### src/rtl/bhc_pkg.sv
package bhc_pkg;
    typedef enum logic [1:0] {
        ISS_NONE   = 2'd0,
        ISS_NEW    = 2'd1,
        ISS_REPLAY = 2'd2
    } iss_kind_e;
endpackage

### src/rtl/bhc_parity.sv
module bhc_parity #(
    parameter int W = 32
) (
    input  logic [W-1:0] data_i,
    output logic         par_o
);
    // even parity: total ones across data and parity bit is even
    assign par_o = ^data_i;
endmodule

### src/rtl/bhc_slot_store.sv
module bhc_slot_store #(
    parameter int ADDR_W = 32,
    parameter int DEPTH  = 4,
    localparam int IDX_W = $clog2(DEPTH)
) (
    input  logic              clk,
    input  logic              rst_n,
    input  logic              wr_en_i,
    input  logic [IDX_W-1:0]  wr_idx_i,
    input  logic [ADDR_W-1:0] wr_addr_i,
    input  logic [IDX_W-1:0]  rd_idx_i,
    output logic [ADDR_W-1:0] rd_addr_o
);
    logic [ADDR_W-1:0] slot_q [DEPTH];

    for (genvar g = 0; g < DEPTH; g++) begin : g_slot
        always_ff @(posedge clk or negedge rst_n) begin
            if (!rst_n) begin
                slot_q[g] <= '0;
            end else if (wr_en_i && (wr_idx_i == IDX_W'(g))) begin
                slot_q[g] <= wr_addr_i;
            end
        end
    end

    assign rd_addr_o = slot_q[rd_idx_i];
endmodule

### src/rtl/bushold_ctl.sv
module bushold_ctl #(
    parameter int ADDR_W = 32,
    parameter int DEPTH  = 4,
    localparam int IDX_W = $clog2(DEPTH),
    localparam int CNT_W = $clog2(DEPTH + 1)
) (
    input  logic              clk,
    input  logic              rst_n,
    input  logic              req_valid_i,
    input  logic [ADDR_W-1:0] req_addr_i,
    output logic              req_ready_o,
    input  logic              hold_i,
    input  logic              boff_n_i,
    input  logic              done_i,
    output logic              ads_n_o,
    output logic              ads_dup_n_o,
    output logic [ADDR_W-1:0] addr_o,
    output logic              par_o,
    output logic              addr_oe_o,
    output logic              par_oe_o,
    output logic              bus_oe_o,
    output logic              replay_o,
    output logic [IDX_W-1:0]  replay_ptr_o,
    output logic [CNT_W-1:0]  out_cnt_o
);
    import bhc_pkg::*;

    typedef struct packed {
        logic [IDX_W-1:0]  head;
        logic [CNT_W-1:0]  cnt;
        logic [CNT_W-1:0]  icnt;
        logic              ads_n;
        logic              ads_dup_n;
        logic [ADDR_W-1:0] addr;
        logic              replay;
        logic [IDX_W-1:0]  rptr;
        logic              addr_oe;
        logic              par_oe;
        logic              bus_oe;
    } st_t;

    st_t st_q, st_d;

    logic              hold_any;
    logic              repl_pend;
    logic              full;
    logic              ready;
    logic              retire;
    iss_kind_e         kind;
    logic [IDX_W-1:0]  tail_idx;
    logic [IDX_W-1:0]  iss_idx;
    logic [ADDR_W-1:0] iss_addr;
    logic              wr_en;

    assign hold_any  = hold_i || !boff_n_i;
    assign repl_pend = (st_q.icnt != st_q.cnt);
    assign full      = (st_q.cnt == CNT_W'(DEPTH));
    assign ready     = !hold_any && !repl_pend && !full;
    assign tail_idx  = st_q.head + IDX_W'(st_q.cnt);
    assign iss_idx   = st_q.head + IDX_W'(st_q.icnt);
    assign wr_en     = (kind == ISS_NEW);

    bhc_slot_store #(
        .ADDR_W (ADDR_W),
        .DEPTH  (DEPTH)
    ) u_store (
        .clk       (clk),
        .rst_n     (rst_n),
        .wr_en_i   (wr_en),
        .wr_idx_i  (tail_idx),
        .wr_addr_i (req_addr_i),
        .rd_idx_i  (iss_idx),
        .rd_addr_o (iss_addr)
    );

    bhc_parity #(
        .W (ADDR_W)
    ) u_par (
        .data_i (st_q.addr),
        .par_o  (par_o)
    );

    always_comb begin
        st_d           = st_q;
        st_d.ads_n     = 1'b1;
        st_d.ads_dup_n = 1'b1;
        st_d.replay    = 1'b0;
        st_d.addr_oe   = !hold_any;
        st_d.par_oe    = !hold_any;
        st_d.bus_oe    = boff_n_i;
        kind           = ISS_NONE;
        retire         = 1'b0;

        if (!boff_n_i) begin
            // abort: every issued cycle waits for a full re-issue
            st_d.icnt = '0;
        end else begin
            retire = done_i && (st_q.icnt != '0);
            if (!hold_i && repl_pend) begin
                kind = ISS_REPLAY;
            end else if (req_valid_i && ready) begin
                kind = ISS_NEW;
            end

            unique case (kind)
                ISS_REPLAY: begin
                    st_d.ads_n     = 1'b0;
                    st_d.ads_dup_n = 1'b0;
                    st_d.addr      = iss_addr;
                    st_d.replay    = 1'b1;
                    st_d.rptr      = iss_idx;
                end
                ISS_NEW: begin
                    st_d.ads_n     = 1'b0;
                    st_d.ads_dup_n = 1'b0;
                    st_d.addr      = req_addr_i;
                    st_d.rptr      = tail_idx;
                end
                default: ;
            endcase

            st_d.cnt  = st_q.cnt + CNT_W'(kind == ISS_NEW) - CNT_W'(retire);
            st_d.icnt = st_q.icnt + CNT_W'(kind != ISS_NONE) - CNT_W'(retire);
            if (retire) begin
                st_d.head = st_q.head + IDX_W'(1);
            end
        end
    end

    always_ff @(posedge clk or negedge rst_n) begin
        if (!rst_n) begin
            st_q           <= '0;
            st_q.ads_n     <= 1'b1;
            st_q.ads_dup_n <= 1'b1;
            st_q.addr_oe   <= 1'b1;
            st_q.par_oe    <= 1'b1;
            st_q.bus_oe    <= 1'b1;
        end else begin
            st_q <= st_d;
        end
    end

    assign req_ready_o  = ready;
    assign ads_n_o      = st_q.ads_n;
    assign ads_dup_n_o  = st_q.ads_dup_n;
    assign addr_o       = st_q.addr;
    assign addr_oe_o    = st_q.addr_oe;
    assign par_oe_o     = st_q.par_oe;
    assign bus_oe_o     = st_q.bus_oe;
    assign replay_o     = st_q.replay;
    assign replay_ptr_o = st_q.rptr;
    assign out_cnt_o    = st_q.cnt;
endmodule

### config.mk
export PLATFORM = sky130hd
export DESIGN_NAME = bushold_ctl
export DESIGN_NICKNAME = d
export VERILOG_FILES = /design/src/rtl/bhc_pkg.sv /design/src/rtl/bhc_parity.sv /design/src/rtl/bhc_slot_store.sv /design/src/rtl/bushold_ctl.sv
export SDC_FILE = /design/constraint.sdc
export NUM_CORES = 1
export LEC_CHECK = 0
export ABC_AREA = 0
export BUFFER_PORTS_ARGS = -buffer_cell sky130_fd_sc_hd__buf_2
export CAP_MARGIN = 20
export CORE_UTILIZATION = 55
export CTS_BUF_LIST = sky130_fd_sc_hd__clkbuf_8
export CTS_CLUSTER_SIZE = 20
export DETAILED_ROUTE_END_ITERATION = 8
export GPL_TIMING_DRIVEN = 0
export PLACE_DENSITY = 0.77
export SLEW_MARGIN = 20
export SYNTH_ARGS = -nofsm -noshare
export SYNTH_HDL_FRONTEND = slang
export SYNTH_SLANG_ARGS = --single-unit
export TNS_END_PERCENT = 30
### constraint.sdc
create_clock -name clk -period 8.99 [get_ports clk]
set_clock_uncertainty 0.05 [all_clocks]
set_input_delay 0.899 -clock clk [delete_from_list [all_inputs] [get_ports clk]]
set_output_delay 0.899 -clock clk [all_outputs]
set_load 0.005 [all_outputs]
==> results of run 1 <==
==> kinds of logic (layout without fill, tap and decap cells) <==
family	count (synthesis)	in the layout	synth area share [%]
AOI/OAI and AO/OA	39	39	4.53
xor gates and xnor gates	44	44	4.73
adders and majority gates	8	8	1.41
buffers and inverters	108	223	7.32
DFF	174	174	53.4
muxes	161	161	26.7
other	0	1	0
and+or+nand+nor	22	22	1.92
==> path summary, 6_finish.rpt <==
check                                     from                  end  cells past startpoint
setup / recovery                  out_cnt_o[1]             st_q[42]                     13
hold / removal                           rst_n         out_cnt_o[2]                      1
setup reg to reg                  out_cnt_o[1]             st_q[42]                     13
hold reg to reg            u_store.slot_q[124]  u_store.slot_q[124]                      1
max in group asynchronous                rst_n   u_store.slot_q[80]                      2
min in group clk           u_store.slot_q[124]  u_store.slot_q[124]                      1
==> layer usage <==
| layer | share of wire (%) | wire length [µm] | vias up | global-route usage (%) |
|---|---|---|---|---|
| li1 | - | - | 2178 | - |
| met1 | 43 | 6960 | 2587 | 31.6 |
| met2 | 50 | 8100 | 162 | 37.3 |
| met3 | 5.9 | 953 | 12 | 5.22 |
| met4 | 1.0 | 162 | 0 | 8.21 |
| met5 | 0 | 0 | - | 0 |
==> layout make-up <==
class | instances | area (µm²)
Inverter | 38 | 143
Clock buffer | 19 | 262
Sequential cell | 174 | 4360
Buffer | 70 | 454
Clock inverter | 13 | 149
Multi-Input combinational cell | 274 | 3200
Fill cell | 1124 | 5230
Tap cell | 184 | 230
Antenna cell | 1 | 2.50
Timing Repair Buffer | 83 | 448
==> sequential cells by signal, indices dropped and copies added (netlist names) <==
signal,flops
par_oe_o,1
st_q,5
ads_dup_n_o,1
replay_ptr_o,2
bus_oe_o,1
replay_o,1
u_store.slot_q,128
out_cnt_o,3
addr_o,32
==> cell usage after synthesis <==
master,instances
dfrtp_1,171
mux2_2,123
buf_4,43
inv_1,37
xnor2_1,35
a222oi_1,32
mux4_2,32
clkbuf_1,15
xor2_1,9
buf_2,6
ha_1,6
mux2_1,6
nor2_1,4
a21oi_1,3
buf_1,3
buf_6,3
dfstp_2,3
nand2_1,3
nor2b_1,3
and2_1,2
fa_1,2
nand3_1,2
nor3_4,2
a21o_1,1
a22o_1,1
and3_1,1
and4_1,1
inv_2,1
nand2b_1,1
nand3b_1,1
nor3b_4,1
o31a_1,1
o32ai_1,1
or3b_2,1
==> where the power goes <==
group	internal [mW]	leakage [nW]	switching (mW)
registers	1.06	2.35	0.190
logic	0.831	2.22	0.665
clock network	0.286	0.215	0.269
total	2.18	4.79	1.12
==> metrics.txt, run 1 <==
FF-to-FF setup slack=5740 ps; DRC violations left=0; Antenna Nets Post-Route=0; cell family with most CP delay=adder cells; largest net degree at the start of global routing=92; fin crit share=36.1%; CTS tree=built; Worst-path clk slew=80 ps; final estimated routing congestion in global placement=0.728; leading area contributor after synthesis=dfrtp_1; Cell Rows=44; GRT Total Usage=23.3%; vias in the first global route=5,119; critical path endpoint category=flop; Critical Path Start Type=flop; Area growth, synth to finish=13.4%; I/O pins=83; initial antenna violation count=0; Hold Vio Cnt, Final=0; crit path max fanout=10; final worst slack=5740 ps; core box area=14,500 µm²; Clock Tree Buf Depth=2; initial DRC count=382; PD cells=357 nW/µm²; final setup vio count=0; placed cell area=8830 µm²; setup TNS=0 ps; total grt overflow=0; synthesis-stage register bit count=174; post-route cell area=9250 µm²; Hold-fix buffers, CTS=0; worst setup path class=flop to flop; worst path required time=9290 ps; Num CTS Buffers=17; Worst slew margin=39.0%; PostCTS Resize Cnt=0; Arr. time, crit path=3550 ps; first-pass GRT wire length=26.4 mm; DR pass1 iterations=6; peak per-stage delay on the critical path=490 ps; sequential share of the synthesized area=53.4%; YS warnings=0; clk sinks=174; Slew @ Worst Pin=915 ps; most common cell after layout, fill and taps aside=dfrtp_1; Hold Path Class=input pin to asynchronous set/reset pin; Leak=4.79 nW; Final Max Slew Viols=0; placed cells=823; vias=4,939; routed vias/inst=5.77; chip height=124 µm; most frequent cells in the layout=dfrtp_1, mux2_2, buf_2; Max Cap Viol=0; drt wl/cell=18.9 µm; Die Wd=124 µm; RSZ-0062 raised after global routing=no; Place WS=5440 ps; Slowest cell on crit path=dfrtp_1; nets=704; fmax=308 MHz; H-tree levels=4; critical path cell sequence=xor2_1 > nor3_4 > and4_1 > buf_4 > clkbuf_1 > nor2_1 > ha_1 > inv_1 > ha_1 > inv_1 > fa_1 > xnor2_1 > and2_1; DPL Wire Length=11.0 mm; Routed WL=16.2 mm; clk_lat worst skew=450 ps; post-route insts no fill=856; Synth Area per Inst=14.7 µm²; Synthesized Nets=602; Starting Density=56.3%; WHS=363 ps; Netlist cell types=34; CTS root buf=clkbuf_8; die area=15,300 µm²; VDD IR max=0.358 mV; post-CTS setup buffers=0; PortBufs=82; crit path buf inv count=4; Syn Inst Count=556; total power=3.30 mW; dominant cells by area after synthesis=dfrtp_1, mux2_2, mux4_2; post-synth top area share=52.5%; post-layout util=63.9%; Post-Syn Area=8150 µm²; status=complete, no violations; ratio of cells with drive above 1 in the final layout=48.7%; fin crit period=3250 ps
No activity file was read; power rests on OpenSTA's default activity.
==> run 2, diff against run 1 <==
clock period = 3.2 ns   (was 8.99 ns; I/O delays follow)
==> run 2 against run 1 <==
Against the previous run:
- total power grew to 2.8 times the previous value
- cell area is 0.30% higher
- clock power grew to 2.8 times the previous value
==> metrics.txt, run 2 (synthesized netlist as in run 1, its figures left out) <==
Antenna Nets Post-Route=0; Slowest cell on crit path=xnor2_1; initial DRC count=393; Max Cap Viol=0; final estimated routing congestion in global placement=0.728; Num CTS Buffers=17; Leak=4.81 nW; max reg flops=128; CTS root buf=clkbuf_8; worst path required time=3490 ps; status=complete, no violations; Worst slew margin=48.2%; placed cell area=8830 µm²; Die Wd=124 µm; Worst-path clk slew=80 ps; critical path endpoint category=flop; fmax=335 MHz; critical path cell sequence=ha_1 > xor2_1 > xnor2_1 > clkbuf_1 > mux4_2 > a222oi_1 > inv_1; DRC violations left=0; routed vias/inst=5.75; DR pass1 iterations=8; DPL Wire Length=11.0 mm; chip height=124 µm; Clock Tree Buf Depth=2; Min-Delay Path Depth=2; Largest Register=u_store.slot_q; Area growth, synth to finish=13.7%; PD cells=1000 nW/µm²; Place WS=-96.0 ps; RSZ-0062 raised after global routing=no; Cell Rows=44; drt wl/cell=18.9 µm; CTS tree=built; worst r2r path cells=7; Starting Density=56.3%; first-pass GRT wire length=26.3 mm; Critical Path Start Type=flop; final worst slack=219 ps; initial antenna violation count=0; nets=705; core box area=14,500 µm²; VDD IR max=1.01 mV; fin crit share=93.2%; Hold Path Class=input pin to flop; die area=15,300 µm²; crit path max fanout=10; Hold Vio Cnt, Final=0; Arr. time, crit path=3270 ps; Slew @ Worst Pin=772 ps; vias in the first global route=5,124; worst setup path class=flop to flop; post-route cell area=9270 µm²; Routed WL=16.2 mm; vias=4,927; most frequent cells in the layout=dfrtp_1, mux2_2, buf_2; fill count=1,118; peak per-stage delay on the critical path=630 ps; Final Max Slew Viols=0; I/O pins=83; H-tree levels=4; total grt overflow=0; post-route insts no fill=857; most common cell after layout, fill and taps aside=dfrtp_1; final setup vio count=0; clk sinks=174; largest net degree at the start of global routing=92; fin crit period=2980 ps; placed cells=823; GRT Total Usage=23.3%; ratio of cells with drive above 1 in the final layout=49.6%; PortBufs=82; clk_lat worst skew=460 ps
## run 2: cell count changes in the layout (fill, tap and decap cells not counted)
cell / previous run / this run
dfrtp_1: 171 / 170
clkbuf_1: 15 / 12
dlygate4sd3_1: 0 / 2
clkbuf_2: 0 / 5
buf_1: 3 / 0
buf_6: 3 / 4
buf_4: 43 / 42
dfrtp_2: 0 / 1
## run 2: path summary, 6_finish.rpt
kind / to / startpoint / slack, ps
setup reg to reg: addr_o[25] / st_q[40] / 220
min in group asynchronous: out_cnt_o[2] / rst_n / 380
setup / recovery: addr_o[25] / st_q[40] / 220
hold / removal: u_store.slot_q[97] / req_addr_i[1] / 100
max in group asynchronous: u_store.slot_q[43] / rst_n / 1880
hold reg to reg: u_store.slot_q[124] / u_store.slot_q[124] / 440
## run 2: layer usage
| metal | global-route usage [%] | wire (µm) | vias up |
|---|---|---|---|
| li1 | - | - | 2183 |
| met1 | 31.5 | 7070 | 2587 |
| met2 | 37.3 | 8060 | 142 |
| met3 | 5.22 | 843 | 15 |
| met4 | 8.21 | 184 | 0 |
| met5 | 0 | 0 | - |
## run 2: final cells by class
cell class              instances  area [µm²]  share of cell area [%]
inverters                      38         143                    1.54
well taps                     184         230                    2.48
repair buffers                 85         468                    5.05
flip-flops and latches        174        4360                    47.0
clock buffers                  19         262                    2.82
multi-input cells             274        3200                    34.5
diodes                          1        2.50                  0.0270
clock inverters                13         149                    1.61
plain buffers                  69         460                    4.97
## run 2: critical path: cells and delay by family, from the launching register on
family / cells / cell delay, ps
adder cells (fa/ha/maj): 1 / 220
AO/OA/AOI/OAI: 1 / 330
buffers and inverters: 2 / 630
multiplexers: 1 / 420
flip-flops: 1 / 430
XOR/XNOR: 2 / 780
## run 2: what timing repair did
action,in CTS,in global routing
endpoints found under the hold margin,81,0
pin swaps,0,0
setup buffers,0,0
gates cloned,0,0
resized for setup,0,12
endpoints found under the setup margin,1,23
hold buffers,2,0
## run 2: where the power goes
group	switching [mW]	total [mW]	internal, mW
registers	0.533	3.51	2.98
clock network	0.758	1.56	0.802
logic	1.87	4.22	2.35
total	3.16	9.29	6.13
## run 2: stage by stage
| stage | TNS, ps | power, mW | utilization [%] | hold slack [ps] |
|---|---|---|---|---|
| after floorplan | 0 | 6.52 | - | -25.6 |
| after global placement | -116800 | 7.61 | 60.7 | 411 |
| after detailed placement | -96.0 | 7.79 | 61.0 | 305 |
| after CTS | 0 | 9.37 | 63.9 | 64.3 |
| after global routing | 0 | 9.89 | 64.0 | 79.5 |
| final | 0 | 9.29 | 64.0 | 96.9 |
==> run 3, diff against run 2 <==
clock period = 3.3 ns   (was 3.2 ns; I/O delays follow)
==> run 3 against run 2 <==
Against the previous run:
- die area is the same
- count of clock-buffer cells in the layout did not move
- register-to-register slack better by 40 ps
- largest power group unchanged
- clock power shrank 3%
- largest cell class unchanged
- utilization is 0.078 points lower
- hold slack improved by 7.8 ps
- via count is 0.41% higher
==> metrics.txt, run 3 (synthesized netlist as in run 1, its figures left out) <==
status=complete, no violations; final setup vio count=0; initial antenna violation count=0; Routed WL=16.3 mm; drt wl/cell=19.0 µm; Hold Vio Cnt, Final=0; most common cell after layout, fill and taps aside=dfrtp_1; P_sw=3.07 mW; largest net degree at the start of global routing=92; WHS=105 ps; max reg flops=128; Max Cap Viol=0; Hold Path Class=input pin to flop; PostCTS Resize Cnt=0; Starting Density=56.3%; crit path max fanout=10; Clock Tree Buf Depth=2; Largest Register=u_store.slot_q; Area growth, synth to finish=13.6%; first-pass GRT wire length=26.3 mm; clk_lat worst skew=450 ps; sw frac=34.1%; chip height=124 µm; Worst slew margin=38.1%; total power=9.00 mW; Arr. time, crit path=3330 ps; peak per-stage delay on the critical path=630 ps; CTS root buf=clkbuf_8; VDD IR max=0.977 mV; nets=705; most frequent cells in the layout=dfrtp_1, mux2_2, buf_2; clock power share=16.8%; Slew @ Worst Pin=929 ps; Die Wd=124 µm; critical path endpoint category=flop; ratio of cells with drive above 1 in the final layout=48.7%; die area=15,300 µm²; post-route insts no fill=857; Worst-path clk slew=90 ps; routed vias/inst=5.77; DRC violations left=0; post-route cell area=9260 µm²; I/O pins=83; Num CTS Buffers=17; fin crit period=3040 ps; PortBufs=82; GRT Total Usage=23.3%; critical path cell sequence=ha_1 > xor2_1 > xnor2_1 > clkbuf_1 > mux4_2 > a222oi_1 > inv_1; Antenna Nets Post-Route=0; placed cells=823; initial DRC count=395; H-tree levels=4; post-CTS setup buffers=0; worst setup path class=flop to flop; Cell Rows=44; PD cells=972 nW/µm²; vias=4,947; DPL Wire Length=11.0 mm; worst path required time=3580 ps; core box area=14,500 µm²; Final Max Slew Viols=0; clk sinks=174; vias in the first global route=5,124; total grt overflow=0; fin crit share=92.2%; final estimated routing congestion in global placement=0.728; combinational fraction of design power=45.4%; RSZ-0062 raised after global routing=no; Int Pwr=5.93 mW; fmax=329 MHz; Slowest cell on crit path=xnor2_1; placed cell area=8830 µm²; Critical Path Start Type=flop; sequential power share=37.8%; CTS tree=built; Leak=4.79 nW; DR pass1 iterations=6
-- run 3: changes by cell type in the layout (fill, tap and decap cells not counted), sizes merged --
cell,before,now
buf,135,138
clkbuf,36,33
-- run 3: per-layer routing --
layer,routed length (µm),vias to the layer above,GRT usage [%]
met4,208,0,8.21
met3,829,14,5.22
met2,8070,156,37.3
met5,0,-,0
met1,7150,2593,31.5
li1,-,2184,-
-- run 3: worst paths after layout --
path                                startpoint                   to  slack, ps  depth (start not counted)
setup / recovery                      st_q[40]           addr_o[13]        260                          7
hold / removal                   req_addr_i[1]   u_store.slot_q[97]        100                          2
setup reg to reg                      st_q[40]           addr_o[13]        260                          7
hold reg to reg            u_store.slot_q[124]  u_store.slot_q[124]        450                          1
max in group asynchronous                rst_n   u_store.slot_q[43]       1970                          3
min in group asynchronous                rst_n         out_cnt_o[2]        400                          2
-- run 3: cell type report --
type	count	area (µm²)
sequential	174	4360
tap	184	230
fill	1121	5220
antenna	1	2.50
clock inverter	13	149
clock buffer	19	262
inverter	38	143
timing repair buffer	85	468
multi-input combinational	274	3200
buffer	69	450
-- run 3: power by group through the flow --
stage	clock, mW	combinational (mW)	sequential, mW
after floorplan	0	3.06	3.27
after global placement	0	4.01	3.37
after detailed placement	0	4.10	3.45
after CTS	1.55	4.13	3.41
after global routing	1.63	4.45	3.51
final	1.51	4.09	3.40
-- run 3: critical path, delay by kind of cell, from the launching register on --
family | cells | cell delay, ps
XOR/XNOR | 2 | 780
buffers and inverters | 2 | 700
flip-flops | 1 | 430
multiplexers | 1 | 410
AO/OA/AOI/OAI | 1 | 340
adder cells (fa/ha/maj) | 1 | 220
-- run 3: repair_timing --
action / CTS / global route
hold buffers: 2 / 0
endpoints found under the setup margin: 1 / 0
endpoints found under the hold margin: 81 / 0
-- run 3: metrics by stage --
stage	setup TNS, ps	setup slack (ps)	util [%]
CTS	0	236	63.9
floorplan	0	425	-
detailed placement	0	4.00	61.0
finish	0	257	64.0
global placement	-101360	-601	60.7
global route	0	5.58	63.9
